[src/rtl/oc_pkg.sv]
package oc_pkg;
  typedef enum logic [1:0] {
    OP_LOAD  = 2'd0,
    OP_ADD   = 2'd1,
    OP_NEG   = 2'd2,
    OP_STORE = 2'd3
  } acc_op_e;
endpackage

[src/rtl/oc_eac_adder.sv]
// Ones-complement adder: carry out of the top bit re-enters at bit 0.
module oc_eac_adder #(
  parameter int W = 16
) (
  input  logic [W-1:0] a,
  input  logic [W-1:0] b,
  output logic [W-1:0] sum
);
  logic [W:0] raw;
  always_comb begin
    raw = {1'b0, a} + {1'b0, b};
    sum = raw[W-1:0] + {{(W-1){1'b0}}, raw[W]};
  end
endmodule

[src/rtl/oc_odd_par.sv]
// Odd-parity bit generator: data plus returned bit has an odd number of ones.
module oc_odd_par #(
  parameter int W = 15
) (
  input  logic [W-1:0] data,
  output logic         par
);
  assign par = ~(^data);
endmodule

[src/rtl/oc_ovf_fix.sv]
// Overflow detection and saturation-to-unit value for the guarded accumulator.
module oc_ovf_fix #(
  parameter int AW = 16
) (
  input  logic [AW-1:0] acc_in,
  output logic          ovf,
  output logic [AW-1:0] fixed
);
  localparam logic [AW-1:0] PLUS_ONE = AW'(1);
  always_comb begin
    ovf   = acc_in[AW-1] ^ acc_in[AW-2];
    fixed = acc_in[AW-1] ? ~PLUS_ONE : PLUS_ONE;
  end
endmodule

[src/rtl/oc_acc_unit.sv]
module oc_acc_unit #(
  parameter int DW = 15
) (
  input  logic            clk,
  input  logic            rst,
  input  logic            op_valid,
  input  logic [1:0]      op_code,
  input  logic [DW:0]     mem_rdata,
  output logic [DW:0]     acc,
  output logic            ovf,
  output logic            is_pzero,
  output logic            is_mzero,
  output logic            wr_en,
  output logic [DW:0]     wr_word,
  output logic            skip,
  output logic            par_err
);
  import oc_pkg::*;
  localparam int AW = DW + 1;

  acc_op_e       op;
  logic [AW-1:0] operand_ext;
  logic [AW-1:0] add_sum;
  logic [AW-1:0] fix_val;
  logic [DW-1:0] store_data;
  logic          store_par;
  logic          rd_par;
  logic          par_bad;

  assign op          = acc_op_e'(op_code);
  assign operand_ext = {mem_rdata[DW-1], mem_rdata[DW-1:0]};
  assign store_data  = {acc[AW-1], acc[DW-2:0]};

  oc_eac_adder #(.W(AW)) u_add (.a(acc), .b(operand_ext), .sum(add_sum));
  oc_ovf_fix   #(.AW(AW)) u_fix (.acc_in(acc), .ovf(ovf), .fixed(fix_val));
  oc_odd_par   #(.W(DW)) u_par_wr (.data(store_data), .par(store_par));
  oc_odd_par   #(.W(DW)) u_par_rd (.data(mem_rdata[DW-1:0]), .par(rd_par));

  assign par_bad  = op_valid && (op == OP_LOAD || op == OP_ADD) && (rd_par != mem_rdata[DW]);
  assign is_pzero = (acc == '0);
  assign is_mzero = (acc == '1);

  always_ff @(posedge clk) begin
    if (rst) begin
      acc     <= '0;
      wr_en   <= 1'b0;
      wr_word <= '0;
      skip    <= 1'b0;
      par_err <= 1'b0;
    end else begin
      wr_en <= 1'b0;
      skip  <= 1'b0;
      if (par_bad) par_err <= 1'b1;
      if (op_valid) begin
        case (op)
          OP_LOAD: acc <= operand_ext;
          OP_ADD:  acc <= add_sum;
          OP_NEG:  acc <= ~acc;
          OP_STORE: begin
            wr_en   <= 1'b1;
            wr_word <= {store_par, store_data};
            if (ovf) begin
              acc  <= fix_val;
              skip <= 1'b1;
            end
          end
          default: acc <= acc;
        endcase
      end
    end
  end
endmodule

[config.mk]
export PLATFORM = sky130hd
export DESIGN_NAME = oc_acc_unit
export DESIGN_NICKNAME = d
export VERILOG_FILES = /design/src/rtl/oc_pkg.sv /design/src/rtl/oc_eac_adder.sv /design/src/rtl/oc_odd_par.sv /design/src/rtl/oc_ovf_fix.sv /design/src/rtl/oc_acc_unit.sv
export SDC_FILE = /design/constraint.sdc
export NUM_CORES = 1
export LEC_CHECK = 0
export BUFFER_PORTS_ARGS = -buffer_cell sky130_fd_sc_hd__buf_4
export CAP_MARGIN = 10
export CORE_ASPECT_RATIO = 1.4
export CORE_MARGIN = 5
export CORE_UTILIZATION = 40
export CTS_CLUSTER_DIAMETER = 50
export DETAILED_ROUTE_END_ITERATION = 7
export GPL_ROUTABILITY_DRIVEN = 0
export MAX_ROUTING_LAYER = met4
export PLACE_DENSITY = 0.72
export SLEW_MARGIN = 10
export SYNTH_ARGS = -nofsm -noshare
export SYNTH_HDL_FRONTEND = slang
export SYNTH_HIERARCHICAL = 1
export SYNTH_SLANG_ARGS = --single-unit
[constraint.sdc]
create_clock -name clk -period 9.1 [get_ports clk]
set_clock_uncertainty 0.2 [all_clocks]
set_input_delay 0.455 -clock clk [delete_from_list [all_inputs] [get_ports clk]]
set_output_delay 0.455 -clock clk [all_outputs]
set_load 0.05 [all_outputs]
==> results.yml <==
floorplan:
  io_pins: 59
  fp.dieH_microns: 116
  core-area_sq_um: 7850
  num_rows: 38
  start_util: 0.412
  die_x_microns: 86.0
  die_area_sq_um: 10000
setup_path:
  cp_data_required_time_ns: 9.07
  ff2ff_path_depth: 18
  startpoint: "acc[0]"
  regToRegEndpoint: "acc[12]"
  r2r_slack_ns: 4.89
  crit_type: "reg -> reg"
  r2r_start: "acc[0]"
  crit_path_start_kind: "register"
  crit_slowest_cell: "mux4_2"
  path_common_cell: "ha_1"
  worstPathMaxFanout: 8
  cp_slowest_stage_delay_ns: 0.48
  cp-end-kind: "register"
  crit_arrival_ns: 4.18
  crit_chain: "ha_1 > fa_1 > a211oi_2 > o211a_1 > nor2_1 > a211o_1 > a21oi_1 > nor2b_1 > o21ai_0 > nand2b_1 > ha_1 > ha_1 > nand2_1 > nor2_1 > nand4_1 > xor2_1 > mux4_2 > a22o_1"
yosys:
  synth-seq-cells: 35
  synthesis.nets: 396
  seq_area_frac_synth: 0.217
  synth_area_per_cell_sq_um: 9.08
  ys_async_sr_fraction: 0
  yosys_warnings: 6
  synth_edf_count: 0
  syn_inst: 356
  mappedNetlistArea_sq_um: 3230
  synthFlopType: "dfxtp_1"
  synth_largest_area_cell: "dfxtp_1"
  synth.distinct_cells: 60
  yosys.area.top_type_share: 0.217
  synth_area_leaders: "dfxtp_1, mux4_2, xnor2_1, ha_1, nand2_1"
cells_and_area:
  diodes: 0
  nNetsFinal: 431
  final.fill_count: 799
  fin_cells: 491
  drive_above_1_share: 0.240
  syn2layout_area_growth_pct: 13.8
clock_network:
  tritoncts: "yes"
  clk_path_buf_depth: 2
  numClockSinks: 35
  cts_hold_buffers: 0
  clk_pin_slew_worst_paths_ns: 0.06
  postCtsSetupRepairBufs: 0
  clockRootBuffer: "clkbuf_8"
  post_cts_resized: 0
  cts_made_buffers: 5
  htreeDepth: 2
  worstSkewPairLatency_ns: 0.27
global_route:
  antenna_found_initial: 0
  grt_start_max_net_pins: 26
  gr-total-overflow: 0
  track_usage: 0.165
  grt_pass1_vias: 2680
  grt_pass1_wl_microns: 13100
min_path:
  hp-class: "reg -> reg"
  whs_path_depth: 2
  min_to: "wr_word[1]"
  min_from: "wr_word[1]"
routing:
  detail-route-antenna-nets: 0
  vias_per_cell: 5.58
  wl_per_cell_microns: 15.9
  drc_errors: 0
  first_iter_violations: 150
  routed_wl_microns: 7820
  first_pass_iters: 4
  num_vias: 2741
power_and_ir_drop:
  p_leak_nw: 1.52
  power_density_nw_per_um2: 162
  ir_worst_vdd_mv: 0.101
timing:
  finalHoldViolations: 0
  rsz0062_at_grt: "false"
  fin_crit_sh: 0.463
  slew_headroom: 0.435
  max_freq_mhz: 237
  worstMarginPinSlew_ns: 0.847
  fin_tns_setup_ns: 0
  setup_viol: 0
  slew_viol_final: 0
  min_period_ns: 4.21
placed_design:
  placed_cells: 484
  dp_hpwl_microns: 6490
  port_buffers: 58
status:
  status: "complete, no violations"
job:
  drv_cap: 0
-- cells by family (layout without fill, tap and decap cells) --
family / after synthesis / after routing / synth area share
AOI/OAI and AO/OA: 83 / 83 / 0.189
buffers and inverters: 47 / 82 / 0.0824
and+or+nand+nor: 106 / 106 / 0.170
adders and majority gates: 19 / 19 / 0.0759
muxes: 17 / 17 / 0.108
DFF: 35 / 35 / 0.217
xor gates and xnor gates: 49 / 49 / 0.158
-- synthesized netlist by cell type (3+ instances only) --
library cell  instances
nand2_1              49
dfxtp_1              35
xnor2_1              31
a21oi_1              28
buf_4                19
ha_1                 18
inv_1                16
a22o_1               14
mux4_2               14
nor2_1               14
xor2_1               12
buf_2                 6
nand3_1               6
nor4_1                6
xnor3_1               6
a21o_1                5
nand4_1               5
a211oi_1              4
nor3_1                4
o21ai_0               4
and2_1                3
clkbuf_2              3
nand2b_1              3
nor2b_1               3
o21a_1                3
o21bai_1              3
-- worst max-delay path, delay by kind of cell, from the launching register on --
kind / cells / cell delay [ns]
multiplexers: 1 / 0.48
AND/OR/NAND/NOR: 6 / 0.49
flip-flops: 1 / 0.40
XOR/XNOR: 1 / 0.08
adder cells (fa/ha/maj): 4 / 1.18
AO/OA/AOI/OAI: 6 / 1.28
-- cell type report --
cell class	instances	area, sq um	area share
Multi-Input combinational cell	274	2270	0.616
Sequential cell	35	701	0.190
Timing Repair Buffer	58	435	0.118
Tap cell	100	125	0.0340
Clock buffer	6	82.6	0.0224
Inverter	17	63.8	0.0173
Clock inverter	1	5.00	0.00136
-- layer usage --
metal / up-vias / GRT usage / share of wire
met5: - / - / 0
met4: 0 / 0.0496 / 0.023
met3: 15 / 0.0148 / 0.042
met2: 69 / 0.314 / 0.55
met1: 1307 / 0.180 / 0.38
li1: 1350 / - / -
-- through the flow --
stage / util / setup WS (ns) / power, mW / hold slack [ns] / cell area (sq um)
global placement: 0.458 / 4.87 / 0.482 / 0.242 / 3590
finish: 0.469 / 4.89 / 0.594 / 0.255 / 3680
floorplan: - / 4.95 / 0.429 / 0.335 / 3230
global route: 0.469 / 4.56 / 0.631 / 0.281 / 3680
CTS: 0.469 / 4.89 / 0.598 / 0.256 / 3680
detailed placement: 0.458 / 4.77 / 0.488 / 0.248 / 3590
-- registers in the layout, indices dropped and copies added, names as in the netlist --
signal / cells
acc: 16
wr_en: 1
wr_word: 16
par_err: 1
skip: 1
-- worst max-delay path by stage --
stage,end,cells past startpoint
after floorplan,acc[12],18
after global placement,acc[8],20
after detailed placement,acc[12],19
after CTS,acc[12],18
after global routing,acc[8],19
final,acc[12],18
-- layout by cell type, fill, tap and decap left out, types with 4 or more instances in the layout --
| cell | instances |
|---|---|
| nor2_1 | 14 |
| nand2_1 | 49 |
| a21oi_1 | 28 |
| a22o_1 | 14 |
| xor2_1 | 12 |
| buf_4 | 58 |
| ha_1 | 18 |
| a21o_1 | 5 |
| nor4_1 | 6 |
| o21ai_0 | 4 |
| inv_1 | 16 |
| nand4_1 | 5 |
| xnor2_1 | 31 |
| dfxtp_1 | 35 |
| a211oi_1 | 4 |
| mux4_2 | 14 |
| clkbuf_8 | 6 |
| nand3_1 | 6 |
| xnor3_1 | 6 |
| nor3_1 | 4 |
-- power by group --
part	internal [mW]	switching [mW]
Sequential	0.165	0.0244
Combinational	0.136	0.161
Clock	0.0592	0.0489
Total	0.360	0.234
(Power assumes the default switching activity.)
